<file path="config.mk">
export PLATFORM = sky130hd
export DESIGN_NAME = ptm_timer
export DESIGN_NICKNAME = d
export VERILOG_FILES = /design/src/rtl/ptm_pkg.sv /design/src/rtl/ptm_counter.sv /design/src/rtl/ptm_flags.sv /design/src/rtl/ptm_outstage.sv /design/src/rtl/ptm_timer.sv
export SDC_FILE = /design/constraint.sdc
export NUM_CORES = 1
export LEC_CHECK = 0
export ABC_AREA = 1
export ABC_CLOCK_PERIOD_IN_PS = 2200
export CORE_MARGIN = 3
export CORE_UTILIZATION = 45
export CTS_CLUSTER_SIZE = 16
export DETAILED_ROUTE_END_ITERATION = 8
export PLACE_DENSITY = 0.86
export SYNTH_ARGS = -nofsm -noshare
export SYNTH_HDL_FRONTEND = slang
export SYNTH_SLANG_ARGS = --single-unit
</file>
<file path="constraint.sdc">
create_clock -name clk -period 2.2 [get_ports clk]
set_input_delay 0.22 -clock clk [delete_from_list [all_inputs] [get_ports clk]]
set_output_delay 0.22 -clock clk [all_outputs]
set_load 0.05 [all_outputs]
</file>
<file path="src/rtl/ptm_pkg.sv">
package ptm_pkg;

    typedef enum logic [1:0] {
        MODE_TIMER   = 2'b00,
        MODE_COMPARE = 2'b01,
        MODE_PWM     = 2'b10,
        MODE_SPARE   = 2'b11
    } ptm_mode_e;

    typedef enum logic [1:0] {
        ACT_KEEP   = 2'b00,
        ACT_LOW    = 2'b01,
        ACT_HIGH   = 2'b10,
        ACT_TOGGLE = 2'b11
    } ptm_act_e;

    typedef struct packed {
        logic wrap;
        logic hit_p;
        logic hit_a;
    } ptm_evt_t;

    localparam int FLAG_N = 3;

    function automatic logic apply_act(input ptm_act_e a, input logic cur);
        logic r;
        case (a)
            ACT_LOW:    r = 1'b0;
            ACT_HIGH:   r = 1'b1;
            ACT_TOGGLE: r = ~cur;
            default:    r = cur;
        endcase
        return r;
    endfunction

    function automatic logic is_output_mode(input ptm_mode_e m);
        return (m == MODE_COMPARE) || (m == MODE_PWM);
    endfunction

endpackage

</file>
<file path="src/rtl/ptm_counter.sv">
module ptm_counter
    import ptm_pkg::*;
#(
    parameter int CNT_W  = 10,
    parameter int CCRP_W = 3
) (
    input  logic              clk,
    input  logic              rst,
    input  logic              tick,
    input  logic              run,
    input  ptm_mode_e         mode,
    input  logic              clr_sel,
    input  logic [CNT_W-1:0]  cmp_a,
    input  logic [CCRP_W-1:0] cmp_p,
    output logic [CNT_W-1:0]  cnt,
    output ptm_evt_t          evt
);
    localparam int LOW_W = CNT_W - CCRP_W;

    logic step;
    logic use_a;
    logic clr_now;

    assign step = run && tick;

    always_comb begin
        evt = '0;
        if (step) begin
            evt.hit_a = (cnt == cmp_a);
            evt.hit_p = (cmp_p != '0)
                     && (cnt[CNT_W-1 -: CCRP_W] == cmp_p)
                     && (cnt[LOW_W-1:0] == '0);
            evt.wrap  = &cnt;
        end
    end

    // PWM always takes its period from compare P
    assign use_a   = (mode != MODE_PWM) && clr_sel;
    assign clr_now = use_a ? evt.hit_a
                           : ((cmp_p == '0) ? evt.wrap : evt.hit_p);

    always_ff @(posedge clk) begin
        if (rst) begin
            cnt <= '0;
        end else if (!run) begin
            cnt <= '0;
        end else if (tick) begin
            cnt <= clr_now ? '0 : cnt + CNT_W'(1);
        end
    end

endmodule

</file>
<file path="src/rtl/ptm_flags.sv">
module ptm_flags #(
    parameter int N = 3
) (
    input  logic         clk,
    input  logic         rst,
    input  logic [N-1:0] set,
    input  logic [N-1:0] clr,
    output logic [N-1:0] q
);
    for (genvar i = 0; i < N; i++) begin : g_bit
        always_ff @(posedge clk) begin
            if (rst) begin
                q[i] <= 1'b0;
            end else begin
                q[i] <= set[i] | (q[i] & ~clr[i]);
            end
        end
    end
endmodule

</file>
<file path="src/rtl/ptm_outstage.sv">
module ptm_outstage
    import ptm_pkg::*;
#(
    parameter int CNT_W = 10
) (
    input  logic             clk,
    input  logic             rst,
    input  logic             run,
    input  ptm_mode_e        mode,
    input  ptm_act_e         act,
    input  logic             lvl,
    input  logic             inv,
    input  logic [CNT_W-1:0] cnt,
    input  logic [CNT_W-1:0] cmp_a,
    input  logic             hit_a,
    output logic             pin
);
    logic     run_q;
    ptm_act_e act_q;
    logic     o_cmp;
    logic     base;
    logic     o_next;
    logic     pwm_core;
    logic     core;

    assign base   = (run && !run_q) ? lvl : o_cmp;
    assign o_next = hit_a ? apply_act(act_q, base) : base;

    always_ff @(posedge clk) begin
        if (rst) begin
            run_q <= 1'b0;
            act_q <= ACT_KEEP;
            o_cmp <= 1'b0;
        end else begin
            run_q <= run;
            if (!run) begin
                act_q <= act;
            end
            if (mode == MODE_COMPARE) begin
                o_cmp <= o_next;
            end
        end
    end

    assign pwm_core = (run && (cnt < cmp_a)) ? lvl : ~lvl;
    assign core     = (mode == MODE_COMPARE) ? o_cmp : pwm_core;
    assign pin      = is_output_mode(mode) ? (core ^ inv) : 1'b0;

endmodule

</file>
<file path="src/rtl/ptm_timer.sv">
module ptm_timer
    import ptm_pkg::*;
#(
    parameter int CNT_W  = 10,
    parameter int CCRP_W = 3
) (
    input  logic              clk,
    input  logic              rst,
    input  logic              tick,
    input  logic              run,
    input  logic [1:0]        mode,
    input  logic [1:0]        act,
    input  logic              lvl,
    input  logic              inv,
    input  logic              clr_sel,
    input  logic [CNT_W-1:0]  cmp_a,
    input  logic [CCRP_W-1:0] cmp_p,
    input  logic [2:0]        flag_clr,
    output logic [CNT_W-1:0]  count,
    output logic              pin,
    output logic              hit_a,
    output logic              hit_p,
    output logic              ovf
);
    ptm_mode_e         mode_e;
    ptm_act_e          act_e;
    ptm_evt_t          evt;
    logic [FLAG_N-1:0] flag_q;

    assign mode_e = ptm_mode_e'(mode);
    assign act_e  = ptm_act_e'(act);

    ptm_counter #(.CNT_W(CNT_W), .CCRP_W(CCRP_W)) u_cnt (
        .clk     (clk),
        .rst     (rst),
        .tick    (tick),
        .run     (run),
        .mode    (mode_e),
        .clr_sel (clr_sel),
        .cmp_a   (cmp_a),
        .cmp_p   (cmp_p),
        .cnt     (count),
        .evt     (evt)
    );

    ptm_flags #(.N(FLAG_N)) u_flags (
        .clk (clk),
        .rst (rst),
        .set (evt),
        .clr (flag_clr),
        .q   (flag_q)
    );

    ptm_outstage #(.CNT_W(CNT_W)) u_out (
        .clk   (clk),
        .rst   (rst),
        .run   (run),
        .mode  (mode_e),
        .act   (act_e),
        .lvl   (lvl),
        .inv   (inv),
        .cnt   (count),
        .cmp_a (cmp_a),
        .hit_a (evt.hit_a),
        .pin   (pin)
    );

    assign hit_a = flag_q[0];
    assign hit_p = flag_q[1];
    assign ovf   = flag_q[2];

endmodule

</file>
==> flow_summary.toml, run 1 <==
[worst_setup_path]
cp_slowest_cell = "clkdlybuf4s50_1"
ff2ff_path_depth = 8
slowest_delay_ns = 0.45
critical_path_depth = 13
crit_family = "buffers and inverters"
critPathMostFrequentCell = "nand3_2"
cp_cell_sequence = "clkdlybuf4s50_1 > inv_1 > ha_4 > nand2_4 > a21oi_2 > nor2_2 > buf_4 > nand4_1 > nand3_2 > nand3_2 > nand2_2 > nor2_4 > buf_12"
start_kind = "input port"
cp.arrival_ns = 1.99
required_ns = 1.98
reg2reg_to = "u_out.o_cmp"
worst_setup_path_end_kind = "output pin"
path_max_fanout = 2
worstReg2RegStart = "u_cnt.cnt[0]"
rrSetupSlack_ns = 0.52
critPathKind = "input port to output pin"
path_buf_inv = 4

[sta]
slew_headroom_pct = 66.4
max_freq_mhz = 453
hold_ws_ns = 0.457
tightestPinTransition_ns = 0.502
finalHoldViolCount = 0
rsz0062_at_grt = "yes"
skew_ns = 0.00362
finalSetupViolCount = 1
timing.final.crit_share_pct = 100
slew_viol_final = 0
period_minus_slack_ns = 2.21
setup-tns-final_ns = -0.00668
setup_ws_ns = -0.00668

[yosys]
synth_fp_nets = 223
yosysUniqueCellTypes = 22
netlist.area_leader.share_pct = 28.2
syn_avg_cell_area_sq_um = 6.64
ys_seq_area_share_pct = 28.2
synth_top_cell_by_area = "dfxtp_1"
netlist_area_sq_um = 1210
netlist_instances = 182
ys_top_cells_by_area = "dfxtp_1 28%, ha_1 14%, nand2_1 12%"
ys_ff_latch = 17
yosysWarningCount = 0

[run_status]
status = "finished, violations left"
violations = "negative setup slack"

[grt]
grtUsageTotal_pct = 17.3
use_met1_pct = 22.2
grt_max_degree = 10
grt_remaining_overflow = 0
grt_use_met3_pct = 4.23
grt_pass1_vias = 1182
top_usage_layer = "met2"
antenna_found_initial = 0
grt.met2_usage_pct = 29.5
grt_pass1_wl_microns = 4680

[floorplan]
fp.coreArea_sq_um = 2520
die_x_microns = 57.8
die_area_sq_um = 3340
start_util_pct = 47.9
die_h_microns = 57.8
row_count = 18
ios = 41

[routing]
wl_per_cell_microns = 11.6
wl_microns = 3030
route.detailed.drc = 0
ant_nets = 0
dr_total_vias = 1306
drt_pass1_iterations = 4
vias_per_cell = 5.00
drtIter0Drc = 26

[clock_network]
clkSinkCount = 17
cts_buffer_depth = 2
holdBufCountCts = 0
cts_buffers = 3
cts_tree = "done"
clkTransAtPathRegs_ns = 0.09
root_buffer = "clkbuf_4"
h-tree-depth = 1
insertion_delay_ns = 0.30

[layout]
ff_latch_area_sq_um = 360
drive_gt1_share_pct = 23.8
multiInputGateArea_sq_um = 885
final_net_count = 273
fillers = 179
n_antenna_cell = 0
fin_area_sq_um = 1910
synthToLayoutAreaGrowth_pct = 58.4

[min_path]
hp-start = "u_out.act_q[0]"
hold_path.class = "register to register"
whs_path_depth = 2
hold_end = "u_out.act_q[0]"

[placement]
hpwl_microns = 2190
io_buffers = 40
gp_congestion = 0.799
placed_cell_area_sq_um = 1670

[flow_run]
cap_violations = 0

[pwr]
p_per_area_nw_per_um2 = 338
ir_drop_mv = 0.341
p_leak_uw = 0.000879
==> state kept, by name (all words and copies together) (netlist names) <==
signal and count:
u_out.run_q 1, u_flags.q 3, u_out.o_cmp 1, u_cnt.cnt 10
u_out.act_q 2
==> cell usage in the layout, fill, tap and decap left out <==
cell type	count
a211oi_1	1
a21boi_0	1
a21oi_1	6
a21oi_2	3
buf_12	1
buf_4	5
clkbuf_1	1
clkbuf_4	3
clkdlybuf4s50_1	33
dfxtp_1	9
dfxtp_2	4
dfxtp_4	4
dlymetal6s2s_1	6
ha_1	6
ha_2	1
ha_4	7
inv_1	33
inv_2	5
nand2_1	35
nand2_2	4
nand2_4	3
nand3_1	9
nand3_2	3
nand4_1	2
nor2_1	15
nor2_2	6
nor2_4	2
nor3_1	8
nor3_2	1
o211ai_1	1
o21ai_0	2
or2_1	1
or2_2	3
or3b_1	1
xnor2_1	2
xor2_1	4
==> synthesized netlist by cell type <==
cell type	n
xnor2_1	2
o21ai_0	2
nor3_2	1
nand3_1	12
ha_1	14
a21boi_0	1
nor2_1	19
a21oi_1	9
dfxtp_1	17
nand2_1	40
nand2_2	1
inv_1	38
nor3_1	8
nand2_4	1
nand4_1	2
o211ai_1	1
xor2_1	4
or2_1	1
or2_2	3
a211oi_1	1
or3b_1	1
nor2_2	4
==> power breakdown <==
part / leakage, uW / switching (uW) / internal [uW]
Clock: 0.0000150 / 97.0 / 70.7
Sequential: 0.000143 / 2.85 / 308
Combinational: 0.000721 / 81.4 / 86.7
Total: 0.000879 / 181 / 465
==> kinds of logic after synthesis <==
kind of cell | synth area share, %
buffers and inverters | 11.8
flip-flops | 28.2
AO/OA/AOI/OAI | 6.42
AND/OR/NAND/NOR | 34.8
XOR/XNOR | 4.35
adder cells (fa/ha/maj) | 14.5
==> layer usage <==
| layer | routed length, microns | up-vias |
|---|---|---|
| met1 | 1300 | 586 |
| met5 | 0 | - |
| met3 | 168 | 8 |
| met4 | 43 | 0 |
| met2 | 1520 | 45 |
| li1 | - | 667 |
==> stage by stage <==
step / power [uW] / cells / setup WS, ns / utilization (%)
5_1_grt: 680 / 261 / -0.0962 / 75.9
6_report: 646 / 261 / -0.00668 / 75.9
4_1_cts: 631 / 257 / 0.00134 / 67.6
2_1_floorplan: 389 / 182 / 0.00139 / -
3_3_place_gp: 463 / 253 / 0.0430 / 66.4
3_5_place_dp: 466 / 253 / -0.0484 / 66.4
==> worst max-delay path by stage <==
stage	slack [ns]	end	startpoint
detailed placement	-0.05	pin	cmp_a[9]
global route	-0.1	pin	u_cnt.cnt[7]
CTS	0.001	pin	cmp_a[5]
global placement	0.04	pin	cmp_a[5]
floorplan	0.001	pin	u_cnt.cnt[5]
finish	-0.007	pin	cmp_a[8]
==> layout make-up <==
class	count	share of cell area (%)
inverter	38	7.45
sequential	17	18.8
tap	30	1.96
clock buffer	4	1.37
timing repair buffer	45	24.2
multi-input combinational	127	46.2
==> timing repair <==
item                       CTS  global route
setup buffers                0             4
resized for setup            2            41
setup endpoints to repair    1             1
pin swaps                    1            19
cloned                       0             0
==> worst min-delay path, stage by stage (launching register included) <==
cell,delay (ns)
dfxtp_1,0.32
nand2_1,0.05
a21oi_1,0.05
(Power assumes the default switching activity.)
==> inputs of run 2 (changes only) <==
--- a/config.mk
+++ b/config.mk
@@ -5,10 +5,9 @@
 export SDC_FILE = /design/constraint.sdc
 export NUM_CORES = 1
 export LEC_CHECK = 0
-export ABC_AREA = 1
 export ABC_CLOCK_PERIOD_IN_PS = 2200
 export CORE_MARGIN = 3
-export CORE_UTILIZATION = 45
+export CORE_UTILIZATION = 44
 export CTS_CLUSTER_SIZE = 16
 export DETAILED_ROUTE_END_ITERATION = 8
 export PLACE_DENSITY = 0.86
==> run 2 against run 1 <==
The flow still finishes with violations (negative setup slack); die area down 4.3%; critical endpoint unchanged; area after synthesis fell by 6.9%; fmax fell by 8.7%; sequential share of layout area shrank 0.23 points; flip-flop and latch count unchanged; routed wire length increased by 5.3%; synthesized cell count down 27%.
==> flow_summary.toml, run 2 <==
[worst_setup_path]
start_kind = "input port"
path_max_fanout = 2
required_ns = 1.98
cp.arrival_ns = 2.20
worst_setup_path_end_kind = "output pin"
critPathKind = "input port to output pin"

[clock_network]
clkTransAtPathRegs_ns = 0.10
root_buffer = "clkbuf_4"
cts_buffers = 3
cts_tree = "done"
holdBufCountCts = 0
clkSinkCount = 17
h-tree-depth = 1
insertion_delay_ns = 0.30
cts_buffer_depth = 2

[layout]
final_net_count = 243
largest-register = "u_cnt.cnt"
n_antenna_cell = 0
final_common_cell = "clkdlybuf4s50_1"
drive_gt1_share_pct = 28.4
top_regs = "u_cnt.cnt (10), u_flags.q (3), u_out.act_q (2)"
final_cell_mix = "35 x clkdlybuf4s50_1, 26 x buf_4, 17 x nor2_1, 13 x inv_1, 9 x dfxtp_2"
fin_util_pct = 81.5
largest_register_ffs = 10
synthToLayoutAreaGrowth_pct = 68.1
fillers = 140

[yosys]
synth_fp_nets = 174
ys_top_cells_by_area = "dfxtp_1 30%, ha_1 16%, xor2_1 6.2%"
yosysWarningCount = 0
netlist_instances = 133
synth_top_cell_by_area = "dfxtp_1"
ys_ff_latch = 17
synth_commonest_cells = "17 x dfxtp_1, 17 x inv_1, 17 x nor2_1, 14 x ha_1"
ys_seq_area_share_pct = 30.3
async_flop_share_pct = 0
syn_avg_cell_area_sq_um = 8.46
netlist.area_leader.share_pct = 30.3
yosysUniqueCellTypes = 29
synth_edf_count = 0
synth-main-ff-cell = "dfxtp_1"
netlist_area_sq_um = 1120

[floorplan]
die_area_sq_um = 3200
start_util_pct = 48.5
fp.coreArea_sq_um = 2320
die_h_microns = 56.6
row_count = 17
ios = 41
die_x_microns = 56.6

[pwr]
p_leak_uw = 0.000808
p_per_area_nw_per_um2 = 349
ir_drop_mv = 0.420

[placement]
io_buffers = 40
gp_congestion = 0.822
dp_slack_ns = -0.407
hpwl_microns = 2500

[sta]
finalHoldViolCount = 0
timing.final.crit_share_pct = 110
period_minus_slack_ns = 2.42
slew_viol_final = 0
slew_headroom_pct = 66.1
tightestPinTransition_ns = 0.507
rsz0062_at_grt = "yes"
finalSetupViolCount = 1
setup_ws_ns = -0.217
setup-tns-final_ns = -0.217
max_freq_mhz = 414
skew_ns = 0.00257

[routing]
drt_pass1_iterations = 6
ant_nets = 0
route.detailed.drc = 0
drtIter0Drc = 19
vias_per_cell = 5.14
wl_microns = 3190
wl_per_cell_microns = 13.9
dr_total_vias = 1177

[grt]
grt_pass1_wl_microns = 5520
antenna_found_initial = 0
grt_remaining_overflow = 0
grt_pass1_vias = 1261
grtUsageTotal_pct = 21.9
grt_max_degree = 10

[run_status]
status = "finished, violations left"
violations = "negative setup slack"

[min_path]
hold_path.class = "register to register"

[flow_run]
cap_violations = 0
## run 2: cell types whose count changed in the layout (fill, tap and decap cells not counted), moves of 5 or more
cell,delta
buf_4,+21
dfxtp_2,+5
dlymetal6s2s_1,-6
inv_1,-20
nand2_1,-27
nand3_1,-8
nand4_1,+5
nor2_2,-6
nor3_1,-6
## run 2: cell type report
class,instances,area [sq um],area share [%]
multi-input combinational,97,818,43.3
sequential,17,352,18.6
inverter,17,63.8,3.38
clock buffer,4,26.3,1.39
tap,28,35.0,1.85
timing repair buffer,66,596,31.5
## run 2: where the power goes
part / internal, uW / switching [uW]
Sequential: 313 / 3.30
Combinational: 95.9 / 72.0
Clock: 70.7 / 104
Total: 480 / 179
## run 2: cell families after synthesis
kind of cell | Yosys count | synth area share (%)
AO/OA/AOI/OAI | 16 | 10.8
XOR/XNOR | 12 | 9.34
adder cells (fa/ha/maj) | 14 | 15.6
buffers and inverters | 19 | 6.56
flip-flops | 17 | 30.3
multiplexers | 5 | 4.67
AND/OR/NAND/NOR | 50 | 22.8
## run 2: critical path: stages
cell	delay [ns]
clkdlybuf4s50_1	0.46
inv_1	0.06
ha_4	0.27
nand4_1	0.11
a211o_1	0.26
o2111ai_2	0.09
xnor2_1	0.10
o21ai_1	0.16
mux2_4	0.33
buf_8	0.15
## run 2: path summary, 6_finish.rpt
kind / slack (ns) / startpoint / cells after the start / to
worst max-delay path: -0.22 / cmp_a[3] / 10 / pin
worst min-delay path: 0.48 / u_flags.q[1] / 2 / u_flags.q[1]
worst max register to register: 0.12 / u_cnt.cnt[7] / 9 / u_cnt.cnt[8]
worst min register to register: 0.48 / u_flags.q[1] / 2 / u_flags.q[1]
## run 2: metrics by stage
stage	instance area (sq um)	cells	power, uW	hold WS [ns]
detailed placement	1730	222	476	0.468
global route	1890	229	698	0.504
global placement	1730	222	470	0.463
finish	1890	229	659	0.481
floorplan	1140	133	394	0.289
CTS	1880	229	664	0.487
## run 2: timing repair
| item | 4_1_cts | 5_1_grt |
|---|---|---|
| gates cloned | 0 | 0 |
| pin swaps | 15 | 2 |
| buffers inserted | 3 | 0 |
| gates resized for setup | 21 | 1 |
| endpoints found under the setup margin | 1 | 10 |
## run 2: layer usage
layer,track usage [%],part of all wire [%],up-vias
met5,0,0,-
met4,8.14,1.4,0
met3,3.68,4.2,4
met2,39.8,55,29
met1,25.1,40,552
li1,-,-,592
==> inputs of run 3 (changes only) <==
--- a/config.mk
+++ b/config.mk
@@ -11,6 +11,7 @@
 export CTS_CLUSTER_SIZE = 16
 export DETAILED_ROUTE_END_ITERATION = 8
 export PLACE_DENSITY = 0.86
+export SETUP_SLACK_MARGIN = 0.15
 export SYNTH_ARGS = -nofsm -noshare
 export SYNTH_HDL_FRONTEND = slang
 export SYNTH_SLANG_ARGS = --single-unit
==> run 3 against run 2 <==
The flow still finishes with violations (negative setup slack); worst hold slack gained 0.010 ns; total power grew 4.6%; clock skew is 0.0021 ns lower; non-clock buffer count shrank 1; die area unchanged; worst setup slack worse by 0.12 ns; critical path type unchanged; largest cell class unchanged.
==> flow_summary.toml, run 3 (same netlist as run 2, synthesis figures left out) <==
[floorplan]
die_area_sq_um = 3200
start_util_pct = 48.5
die_x_microns = 56.6
ios = 41
die_h_microns = 56.6
fp.coreArea_sq_um = 2320
row_count = 17

[grt]
grtUsageTotal_pct = 23.2
use_met1_pct = 26.0
top_usage_layer = "met2"
grt_pass1_vias = 1288
grt_remaining_overflow = 0
antenna_found_initial = 0
grt_pass1_wl_microns = 5850
grt_use_met3_pct = 3.45
grt_max_degree = 11
grt.met2_usage_pct = 43.9

[run_status]
status = "finished, violations left"
violations = "negative setup slack"

[worst_setup_path]
critPathKind = "input port to output pin"
rrSetupSlack_ns = -0.04
required_ns = 1.98
start_kind = "input port"
cp.arrival_ns = 2.32
path_max_fanout = 2
worst_setup_path_end_kind = "output pin"

[sta]
setup_ws_ns = -0.341
period_minus_slack_ns = 2.54
setup-tns-final_ns = -0.487
skew_ns = 0.000441
slew_headroom_pct = 65.0
timing.final.crit_share_pct = 116
slew_viol_final = 0
finalHoldViolCount = 0
finalSetupViolCount = 6
rsz0062_at_grt = "yes"
tightestPinTransition_ns = 0.523
max_freq_mhz = 393

[layout]
fin_util_pct = 87.5
fin_area_sq_um = 2030
synthToLayoutAreaGrowth_pct = 80.4
n_antenna_cell = 0
top_regs = "u_cnt.cnt (10), u_flags.q (3), u_out.act_q (2)"
largest_register_ffs = 10
largest-register = "u_cnt.cnt"
final_net_count = 242
drive_gt1_share_pct = 36.5
final_common_cell = "clkdlybuf4s50_1"
final_cell_mix = "32 x clkdlybuf4s50_1, 18 x buf_4, 11 x inv_1, 10 x nor2_1"
fillers = 107

[routing]
route.detailed.drc = 0
vias_per_cell = 5.61
ant_nets = 0
drtIter0Drc = 40
dr_total_vias = 1280
wl_per_cell_microns = 19.7
drt_pass1_iterations = 4
wl_microns = 4490

[clock_network]
h-tree-depth = 1
root_buffer = "clkbuf_4"
insertion_delay_ns = 0.31
cts_buffer_depth = 2
clkTransAtPathRegs_ns = 0.11
clkSinkCount = 17
cts_tree = "done"
holdBufCountCts = 0
cts_buffers = 3

[placement]
hpwl_microns = 2690
io_buffers = 40
placed_cell_area_sq_um = 1710
dp_slack_ns = -0.390
gp_congestion = 0.820

[min_path]
hold_path.class = "register to register"

[pwr]
ir_drop_mv = 0.443
p_per_area_nw_per_um2 = 340
p_leak_uw = 0.000873
finalPower_uw = 689

[flow_run]
cap_violations = 0
[run 3: changes by cell type in the layout (fill, tap and decap cells not counted), sizes merged]
cell	before	now
dlymetal6s2s	0	4
clkdlybuf4s50	35	32
buf	27	26
clkbuf	4	3
clkinv	0	1
dlygate4sd2	4	3
[run 3: cell type report]
cell class              count  area, sq um  share of cell area, %
repair buffers             65          626                   30.8
well taps                  28         35.0                   1.73
clock buffers               3         22.5                   1.11
inverters                  17         63.8                   3.14
multi-input cells          97          910                   44.8
flip-flops and latches     17          368                   18.1
clock inverters             1         5.00                  0.247
[run 3: final timing paths]
path	startpoint	end	cells past startpoint
min reg2reg	u_flags.q[1]	u_flags.q[1]	2
min	u_flags.q[1]	u_flags.q[1]	2
max	cmp_a[9]	pin	10
max reg2reg	u_cnt.cnt[5]	u_cnt.cnt[4]	9
[run 3: worst max-delay path, cell delays in order]
cell and delay [ns]:
clkdlybuf4s50_1 0.46, inv_1 0.04, ha_1 0.30, nand4_1 0.16, a211o_1 0.30, o2111ai_2 0.08, xnor2_1 0.09, o21ai_1 0.19
mux2_4 0.33, buf_8 0.15
[run 3: per-stage QoR]
stage,hold WS [ns],cells
global route,0.527,228
CTS,0.488,222
global placement,0.464,216
detailed placement,0.473,216
floorplan,0.289,133
finish,0.491,228
[run 3: per-layer routing]
metal | up-vias | routed length (microns)
met5 | - | 0
met4 | 0 | 75
met3 | 10 | 247
li1 | 588 | -
met1 | 619 | 1790
met2 | 63 | 2370
[run 3: repair_timing]
action	CTS	global route
gates resized for setup	17	40
pin swaps	12	14
endpoints found under the hold margin	0	0
endpoints found under the setup margin	10	12
setup buffers	2	6
[run 3: where the power goes]
part	internal [uW]	switching (uW)
sequential	307	5.05
combinational	101	90.7
clock	68.0	118
